<file path="src/rtl/evcap_pkg.sv">
package evcap_pkg;

    // host word addresses (status block order is fixed: flags, low, high)
    localparam logic [2:0] ADDR_STATUS = 3'd0;
    localparam logic [2:0] ADDR_TS_LO  = 3'd1;
    localparam logic [2:0] ADDR_TS_HI  = 3'd2;
    localparam logic [2:0] ADDR_CFG    = 3'd3;

    // status word bit positions
    localparam int ST_VALID   = 0;
    localparam int ST_ERR     = 1;
    localparam int ST_SRC_INT = 2;
    localparam int ST_CNT_LSB = 8;

    // configuration word bit positions
    localparam int CF_FALL = 0;
    localparam int CF_OVR  = 1;
    localparam int CF_ARM  = 2;

    typedef struct packed {
        logic armed;
        logic overwrite;
        logic falling;
    } cap_cfg_t;

    typedef struct packed {
        logic wr;      // host write to the status word this cycle
        logic keep_v;  // written value of the valid bit
        logic keep_e;  // written value of the error bit
    } st_wr_t;

    function automatic cap_cfg_t cfg_from_word(input logic [15:0] w);
        cap_cfg_t c;
        c.falling   = w[CF_FALL];
        c.overwrite = w[CF_OVR];
        c.armed     = w[CF_ARM];
        return c;
    endfunction

    function automatic logic [15:0] cfg_to_word(input cap_cfg_t c);
        logic [15:0] w;
        w          = '0;
        w[CF_FALL] = c.falling;
        w[CF_OVR]  = c.overwrite;
        w[CF_ARM]  = c.armed;
        return w;
    endfunction

endpackage

</file>
<file path="src/rtl/evcap_sync_edge.sv">
module evcap_sync_edge #(
    parameter int STAGES = 2
) (
    input  logic clk,
    input  logic rst,
    input  logic din,
    input  logic falling,
    output logic pulse
);
    logic [STAGES-1:0] sync_q;
    logic              hist_q;
    logic              lvl;

    generate
        if (STAGES == 1) begin : g_one
            always_ff @(posedge clk) begin
                if (rst) sync_q <= '0;
                else     sync_q <= din;
            end
        end else begin : g_chain
            always_ff @(posedge clk) begin
                if (rst) sync_q <= '0;
                else     sync_q <= {sync_q[STAGES-2:0], din};
            end
        end
    endgenerate

    assign lvl = sync_q[STAGES-1];

    always_ff @(posedge clk) begin
        if (rst) hist_q <= 1'b0;
        else     hist_q <= lvl;
    end

    assign pulse = falling ? (hist_q & ~lvl) : (lvl & ~hist_q);

    // one pulse per edge: a held level never re-fires
    assert_one_pulse_R5: assert property (@(posedge clk) disable iff (rst)
        pulse |=> !pulse);

endmodule

</file>
<file path="src/rtl/evcap_capture.sv">
module evcap_capture
    import evcap_pkg::*;
#(
    parameter int TS_W  = 32,
    parameter int CNT_W = 8
) (
    input  logic             clk,
    input  logic             rst,
    input  logic             fire,
    input  logic             overwrite,
    input  logic [TS_W-1:0]  time_now,
    input  st_wr_t           st_wr,
    output logic [TS_W-1:0]  ts_q,
    output logic             valid_q,
    output logic             err_q,
    output logic [CNT_W-1:0] cnt_q
);
    localparam logic [CNT_W-1:0] CNT_MAX = '1;

    logic [TS_W-1:0]  ts_n;
    logic             valid_w, err_w, valid_n, err_n;
    logic [CNT_W-1:0] cnt_w, cnt_n;

    // host write is applied first; a coincident event then acts on the result
    always_comb begin
        valid_w = st_wr.wr ? (valid_q & st_wr.keep_v) : valid_q;
        err_w   = st_wr.wr ? (err_q & st_wr.keep_e)   : err_q;
        cnt_w   = st_wr.wr ? '0 : cnt_q;
        ts_n    = ts_q;
        valid_n = valid_w;
        err_n   = err_w;
        cnt_n   = cnt_w;
        if (fire) begin
            cnt_n = (cnt_w == CNT_MAX) ? cnt_w : cnt_w + 1'b1;
            if (!valid_w) begin
                ts_n    = time_now;
                valid_n = 1'b1;
            end else begin
                err_n = 1'b1;
                if (overwrite) ts_n = time_now;
            end
        end
    end

    always_ff @(posedge clk) begin
        if (rst) begin
            ts_q    <= '0;
            valid_q <= 1'b0;
            err_q   <= 1'b0;
            cnt_q   <= '0;
        end else begin
            ts_q    <= ts_n;
            valid_q <= valid_n;
            err_q   <= err_n;
            cnt_q   <= cnt_n;
        end
    end

    assert_capture_sets_valid_R2: assert property (@(posedge clk) disable iff (rst)
        (fire && !valid_q) |=> valid_q);

    assert_miss_flags_error_R6: assert property (@(posedge clk) disable iff (rst)
        (fire && valid_q && !st_wr.wr) |=> err_q);

    assert_miss_keeps_ts_R6: assert property (@(posedge clk) disable iff (rst)
        (fire && valid_q && !st_wr.wr && !overwrite) |=> $stable(ts_q));

    assert_overwrite_takes_time_R7: assert property (@(posedge clk) disable iff (rst)
        (fire && valid_q && !st_wr.wr && overwrite) |=> (ts_q == $past(time_now)));

    assert_cnt_saturates_R9: assert property (@(posedge clk) disable iff (rst)
        (cnt_q == CNT_MAX && !st_wr.wr) |=> (cnt_q == CNT_MAX));

    assert_write_clears_cnt_R10: assert property (@(posedge clk) disable iff (rst)
        (st_wr.wr && !fire) |=> (cnt_q == '0));

endmodule

</file>
<file path="src/rtl/evcap_host_regs.sv">
module evcap_host_regs
    import evcap_pkg::*;
#(
    parameter int TS_W   = 32,
    parameter int DATA_W = 16,
    parameter int CNT_W  = 8
) (
    input  logic              clk,
    input  logic              rst,
    input  logic [2:0]        reg_addr,
    input  logic              reg_wr,
    input  logic [DATA_W-1:0] reg_wdata,
    input  logic [TS_W-1:0]   ts_q,
    input  logic              valid_q,
    input  logic              err_q,
    input  logic [CNT_W-1:0]  cnt_q,
    output cap_cfg_t          cfg_q,
    output logic              src_int_q,
    output st_wr_t            st_wr,
    output logic [DATA_W-1:0] reg_rdata
);
    logic [DATA_W-1:0] status_word;

    always_ff @(posedge clk) begin
        if (rst) begin
            cfg_q     <= '0;
            src_int_q <= 1'b0;
        end else if (reg_wr) begin
            if (reg_addr == ADDR_CFG)    cfg_q     <= cfg_from_word(reg_wdata);
            if (reg_addr == ADDR_STATUS) src_int_q <= reg_wdata[ST_SRC_INT];
        end
    end

    always_comb begin
        st_wr.wr     = reg_wr && (reg_addr == ADDR_STATUS);
        st_wr.keep_v = reg_wdata[ST_VALID];
        st_wr.keep_e = reg_wdata[ST_ERR];
    end

    always_comb begin
        status_word                          = '0;
        status_word[ST_VALID]                = valid_q;
        status_word[ST_ERR]                  = err_q;
        status_word[ST_SRC_INT]              = src_int_q;
        status_word[ST_CNT_LSB +: CNT_W]     = cnt_q;
    end

    always_comb begin
        case (reg_addr)
            ADDR_STATUS: reg_rdata = status_word;
            ADDR_TS_LO:  reg_rdata = ts_q[DATA_W-1:0];
            ADDR_TS_HI:  reg_rdata = ts_q[TS_W-1:DATA_W];
            ADDR_CFG:    reg_rdata = cfg_to_word(cfg_q);
            default:     reg_rdata = '0;
        endcase
    end

endmodule

</file>
<file path="src/rtl/evcap_unit.sv">
module evcap_unit
    import evcap_pkg::*;
#(
    parameter int DATA_W      = 16,
    parameter int CNT_W       = 8,
    parameter int SYNC_STAGES = 2
) (
    input  logic                clk,
    input  logic                rst,
    input  logic [2*DATA_W-1:0] time_now,
    input  logic                ext_req,
    input  logic                int_trig,
    input  logic [2:0]          reg_addr,
    input  logic                reg_wr,
    input  logic [DATA_W-1:0]   reg_wdata,
    output logic [DATA_W-1:0]   reg_rdata
);
    localparam int TS_W = 2 * DATA_W;

    cap_cfg_t         cfg_q;
    st_wr_t           st_wr;
    logic             src_int_q;
    logic             src_lvl, edge_pulse, fire;
    logic [TS_W-1:0]  ts_q;
    logic             valid_q, err_q;
    logic [CNT_W-1:0] cnt_q;

    assign src_lvl = src_int_q ? int_trig : ext_req;

    evcap_sync_edge #(.STAGES(SYNC_STAGES)) u_edge (
        .clk     (clk),
        .rst     (rst),
        .din     (src_lvl),
        .falling (cfg_q.falling),
        .pulse   (edge_pulse)
    );

    assign fire = edge_pulse & cfg_q.armed;

    evcap_capture #(.TS_W(TS_W), .CNT_W(CNT_W)) u_cap (
        .clk       (clk),
        .rst       (rst),
        .fire      (fire),
        .overwrite (cfg_q.overwrite),
        .time_now  (time_now),
        .st_wr     (st_wr),
        .ts_q      (ts_q),
        .valid_q   (valid_q),
        .err_q     (err_q),
        .cnt_q     (cnt_q)
    );

    evcap_host_regs #(.TS_W(TS_W), .DATA_W(DATA_W), .CNT_W(CNT_W)) u_regs (
        .clk       (clk),
        .rst       (rst),
        .reg_addr  (reg_addr),
        .reg_wr    (reg_wr),
        .reg_wdata (reg_wdata),
        .ts_q      (ts_q),
        .valid_q   (valid_q),
        .err_q     (err_q),
        .cnt_q     (cnt_q),
        .cfg_q     (cfg_q),
        .src_int_q (src_int_q),
        .st_wr     (st_wr),
        .reg_rdata (reg_rdata)
    );

    assert_disarmed_quiet_R11: assert property (@(posedge clk) disable iff (rst)
        (!cfg_q.armed && !st_wr.wr) |=> ($stable(ts_q) && $stable(valid_q) && $stable(cnt_q)));

    assert_unused_addr_zero_R1: assert property (@(posedge clk) disable iff (rst)
        reg_addr[2] |-> (reg_rdata == '0));

endmodule

</file>
<file path="config.mk">
export PLATFORM = sky130hd
export DESIGN_NAME = evcap_unit
export DESIGN_NICKNAME = d
export VERILOG_FILES = /design/src/rtl/evcap_pkg.sv /design/src/rtl/evcap_sync_edge.sv /design/src/rtl/evcap_capture.sv /design/src/rtl/evcap_host_regs.sv /design/src/rtl/evcap_unit.sv
export SDC_FILE = /design/constraint.sdc
export NUM_CORES = 1
export LEC_CHECK = 0
export BUFFER_PORTS_ARGS = -buffer_cell sky130_fd_sc_hd__buf_2
export CORE_MARGIN = 1.5
export CORE_UTILIZATION = 52
export DETAILED_ROUTE_END_ITERATION = 12
export PLACE_DENSITY_LB_ADDON = 0.3
export SLEW_MARGIN = 25
export SYNTH_ARGS = -nofsm -noshare
export SYNTH_HDL_FRONTEND = slang
export SYNTH_SLANG_ARGS = --single-unit
</file>
<file path="constraint.sdc">
create_clock -name clk -period 2.6 [get_ports clk]
set_clock_uncertainty 0.05 [all_clocks]
set_input_delay 0.52 -clock clk [delete_from_list [all_inputs] [get_ports clk]]
set_output_delay 0.52 -clock clk [all_outputs]
set_load 0.05 [all_outputs]
</file>
Yosys cells after proc, flatten, opt, wreduce, memory -nomap -nowiden
Index checks and enable logic that the tools add are counted.

word-level totals
  input bits = 56
  bits in registers = 49
  output and inout port bits = 16

cells by class
  reductions and logical operators = 5
  bitwise logic cells = 7
  add/subtract/negate cells = 1
  eq/ne operators = 5
  muxes and demuxes = 13

operators with widths
  operator                                               count
  two-way mux 32 bit                                     2
  case mux 16 bit (4 select lines)                       1
  two-way mux 8 bit                                      3
  adder 8 x 1 -> 8 bit, second input constant            1
  == test 8 bit, second input constant                   1
  two-way mux 1 bit                                      7
  == test 3 x 2 -> 1 bit, second input constant          2
  AND reduction 2 bit                                    3
  AND 1 bit                                              5
  == test 3 x 1 -> 1 bit, second input constant          1
  zero test 3 bit                                        1
  inequality test 2 x 1 -> 1 bit, second input constant  1
  inverter 1 bit                                         2
  logical AND 1 bit                                      1

Longest topological paths before layout
  word-level depth = 6
  depth in mapped cells = 8

By module
From an unflattened synthesis, not the netlist that was laid out.

unflattened totals
  cell total of the unflattened synthesis = 278
  area, all modules = 2691.3 um^2

by module, submodules not included
  module           cells each  times used  area each (um^2)  seq. area each (um^2)
  evcap_capture    194         1           1936.9            840.8
  evcap_host_regs  73          1           631.9             80.1
  evcap_sync_edge  9           1           101.3             60.1
  evcap_unit       2           1           21.3              0.0

Worst setup path before layout
No wires, ideal clock.

  kind = input to output
  start point = in reg_addr[0]
  end point = out reg_rdata[3]
  buffers on the path = 2
  arrival = 2175 ps
  stages on the path = 5
  slack = -145 ps
  required time = 2030 ps
  path through = buf_2 > buf_1 > nor2b_1 > a22oi_1 > nor2_1

on the way
  cells in the longest elaborated chain, start to end = 2
  elaborated cells between the ends (all ways) = 5
  classes of those cells = eq/ne (3); mux (1); reduce/logical (1)

RTL lines
  item                                                  line                   text
  from (decl)                                           evcap_unit.sv:13       input logic [2:0] reg_addr,
  == test 3 x 2 -> 1 bit, or another cell as far along  evcap_host_regs.sv:49  case (reg_addr)
  case mux 16 bit (4 select lines) *                    evcap_host_regs.sv:49
  to (decl)                                             evcap_unit.sv:16       output logic [DATA_W-1:0] reg_rdata

Mark *: on every way between the ends. The rest lies on a longest branch, timed or not.

Worst setup path after layout
  start point = in reg_addr[0]
  end point = out reg_rdata[0]

Same word-level chain as after synthesis.

==> flow_summary.toml <==
[global_route]
grt_pass1_wl_mm = 8.67
grt_pass1_vias = 1948
antenna_found_initial = 0
grt_usage_pct = 20.9
grt_max_degree = 47
overflow = 0

[critical_path]
required_ps = 2030
critical_path_class = "input pin to output port"
crit_start = "reg_addr[0]"
end_kind = "output port"
worst_r2r_endpoint = "u_cap.ts_q[22]$_SDFFE_PP0P_"
worstRegToRegCells = 5
rrSetupSlack_ps = 940
cp_max_fo = 16
worst_setup_path_start_kind = "input pin"
reg2reg_from = "u_regs.cfg_q[0]$_SDFFE_PP0P_"
arrival_ps = 1750

[final_layout]
fin_nets = 382
finish.utilization_pct = 62.3
area_growth_pct = 15.0
antenna_cells = 0
fill_cells = 441
stdcell_count = 393
fin_area_mm2 = 0.00296
layout-drive-gt1-share_pct = 25.5

[drt]
wl_per_cell_um = 13.6
ant_nets = 0
drt_iter0_drc = 85
wirelength_mm = 5.33
vias_per_cell = 5.20
drt-pass1-iter-count = 4
vias = 2045
drc_errors = 0

[cts]
htreeDepth = 2
cts_resized = 0
cts_tree = "done"
cts_buffers = 5
clk_pin_slew_worst_paths_ps = 80
cts_root_buf = "clkbuf_8"
hold_buffers = 0
clk_latency_ps = 290
cts_setup_buffers = 0
cts_max_path_buffers = 2
clock-sinks = 49

[synth]
synth_xor_xnor_area_share_pct = 0
synthArstFlopShare_pct = 0
ys_ff_latch = 49
syn-num-nets = 331
synth_area_mm2 = 0.00258
synth_top_area_share_pct = 38.1
synth_top_family_by_area = "simple AND/OR/NAND/NOR gates"
synthFlopType = "dfxtp_1"
syn_inst = 275
yosysTopAreaCell = "dfxtp_1"
yosys.area_share.adder_pct = 0
ys_types = 35
synth_area_leaders = "dfxtp_1 38%, mux2i_1 17%, nand2b_1 16%"
synthMuxAreaShare_pct = 19.7
ys_seq_area_share_pct = 38.1
synth_simple_gate_area_share_pct = 27.0
synth-edff-count = 0
synth_compound_area_share_pct = 9.32
yosys_warnings = 0
syn_avg_cell_area_um2 = 9.37

[floorplanning]
dieArea_mm2 = 0.00539
die_w_um = 73.4
ios = 72
core_area_mm2 = 0.00475
rows = 25
start_util_pct = 54.2
die-height_um = 73.4

[timing]
tightest_slew_ps = 472
rsz0062_at_grt = "no"
fin_setup_tns_ps = 0
relSlewSlack_pct = 68.5
fin_crit_sh_pct = 89.2
finalCriticalPeriod_ps = 2320
timing_max_transition_violations_final = 0
finalSetupViolCount = 0
final-hold-violation-count = 0
max_freq_ghz = 0.431

[pwr]
switching_share_pct = 22.2
combPwrFrac_pct = 8.9
seq_power_share_pct = 57.5
p_total_w = 0.00132
leakage_nw = 1.14
p_sw_w = 0.000293
power_report.internal_total_w = 0.00102
clkPwrFrac_pct = 33.7
powerDensity_mw_per_mm2 = 445
ir_worst_vdd_mv = 0.230

[placed_design]
dpl_cell_area_mm2 = 0.00288
place.port_buffers = 58
dpl.hpwl_mm = 3.80
dp.cells = 386
routabilityCongestion = 0.800

[worst_hold_path]
whs_path_depth = 1
hp-class = "flip-flop to flip-flop"
worstHoldStart = "u_edge.sync_q[0]$_SDFF_PP0_"
worstHoldEndpoint = "u_edge.sync_q[1]$_SDFF_PP0_"

[run_status]
status = "complete, no violations"

[run]
cap_violations = 0
==> cells in the mapped netlist (3+ instances only) <==
library cell   n
and2_1         3
mux4_2         3
nor2_1        29
nand2_1        5
dfxtp_1       49
nor2b_1        7
a21oi_1       15
o21ai_0        3
buf_6          3
clkbuf_1      11
buf_12         3
nand2b_1      65
a311oi_1       3
mux2i_1       44
a22oi_1        5
==> cell families after synthesis <==
logic type      count (synthesis)
compound gates                 36
buf+inv                        21
mux                            47
simple gates                  122
flops                          49
==> critical path, stage by stage <==
cell and delay [ps]:
buf_2 340, mux4_2 540, nor2b_1 130, buf_2 210
==> area by class of cell <==
cell class / count / area (um^2) / area share (%)
clock buffer: 7 / 86.3 / 2.92
timing repair buffer: 64 / 348 / 11.7
tap: 67 / 83.8 / 2.83
sequential: 49 / 981 / 33.1
inverter: 1 / 3.75 / 0.127
multi-input combinational: 205 / 1460 / 49.3
==> power by group through the flow <==
stage	combinational [W]	clock (W)	sequential [W]
after global placement	0.000116	0	0.000775
after global routing	0.000128	0.000482	0.000758
after detailed placement	0.000117	0	0.000775
after floorplan	0.0000730	0	0.000774
after CTS	0.000117	0.000458	0.000757
final	0.000117	0.000444	0.000757
==> worst max-delay path by stage <==
stage	to	slack (ps)	cells after the start
6_report	reg_rdata[0]	280	4
5_1_grt	reg_rdata[0]	210	4
4_1_cts	reg_rdata[0]	280	4
3_5_place_dp	u_cap.ts_q[24]$_SDFFE_PP0P_	220	6
3_3_place_gp	u_cap.ts_q[22]$_SDFFE_PP0P_	240	6
2_1_floorplan	reg_rdata[10]	3	6
==> metrics by stage <==
step / hold WS (ps) / setup WS [ps]
floorplan: 364 / 3.22
global placement: 373 / 239
detailed placement: 381 / 217
CTS: 401 / 277
global route: 421 / 207
finish: 393 / 281
==> routing by layer <==
metal  track usage, %  wire, um  vias up
li1                 -         -     1043
met1             28.1      2620      953
met2             33.6      2430       42
met3             3.43       199        7
met4             7.61        78        0
met5                0         0        -
==> cell usage in the layout (no fill, tap or decap) <==
| cell type | netlist | final |
|---|---|---|
| a211oi_1 | 1 | 1 |
| a21bo_2 | 1 | 1 |
| a21boi_0 | 1 | 1 |
| a21oi_1 | 15 | 15 |
| a221oi_1 | 1 | 1 |
| a22oi_1 | 5 | 5 |
| a311oi_1 | 3 | 3 |
| a31oi_1 | 2 | 2 |
| a41oi_1 | 1 | 1 |
| and2_1 | 3 | 3 |
| and3_1 | 2 | 2 |
| buf_12 | 3 | 1 |
| buf_2 | 2 | 58 |
| buf_4 | 0 | 5 |
| clkbuf_1 | 11 | 1 |
| clkbuf_8 | 0 | 6 |
| dfxtp_1 | 49 | 49 |
| inv_1 | 1 | 1 |
| mux2i_1 | 44 | 44 |
| mux4_2 | 3 | 3 |
| nand2_1 | 5 | 5 |
| nand2b_1 | 65 | 65 |
| nand3_1 | 2 | 2 |
| nand4_1 | 2 | 2 |
| nand4b_1 | 2 | 2 |
| nand4bb_1 | 1 | 1 |
| nor2_1 | 29 | 24 |
| nor2_2 | 0 | 5 |
| nor2b_1 | 7 | 6 |
| nor2b_2 | 0 | 1 |
| nor3_1 | 1 | 1 |
| nor4b_1 | 1 | 1 |
| o21a_1 | 2 | 1 |
| o21a_2 | 0 | 1 |
| o21ai_0 | 3 | 3 |
| o21ai_4 | 1 | 1 |
| or3_1 | 1 | 1 |
| or4b_4 | 1 | 1 |
==> sequential cells by signal (all words and copies together), names as in the netlist <==
name,cells
u_cap.ts_q,32
u_cap.cnt_q,8
u_regs.cfg_q,3
u_edge.sync_q,2
u_cap.err_q,1
u_cap.valid_q,1
u_edge.hist_q,1
u_regs.src_int_q,1
(Power assumes the default switching activity.)
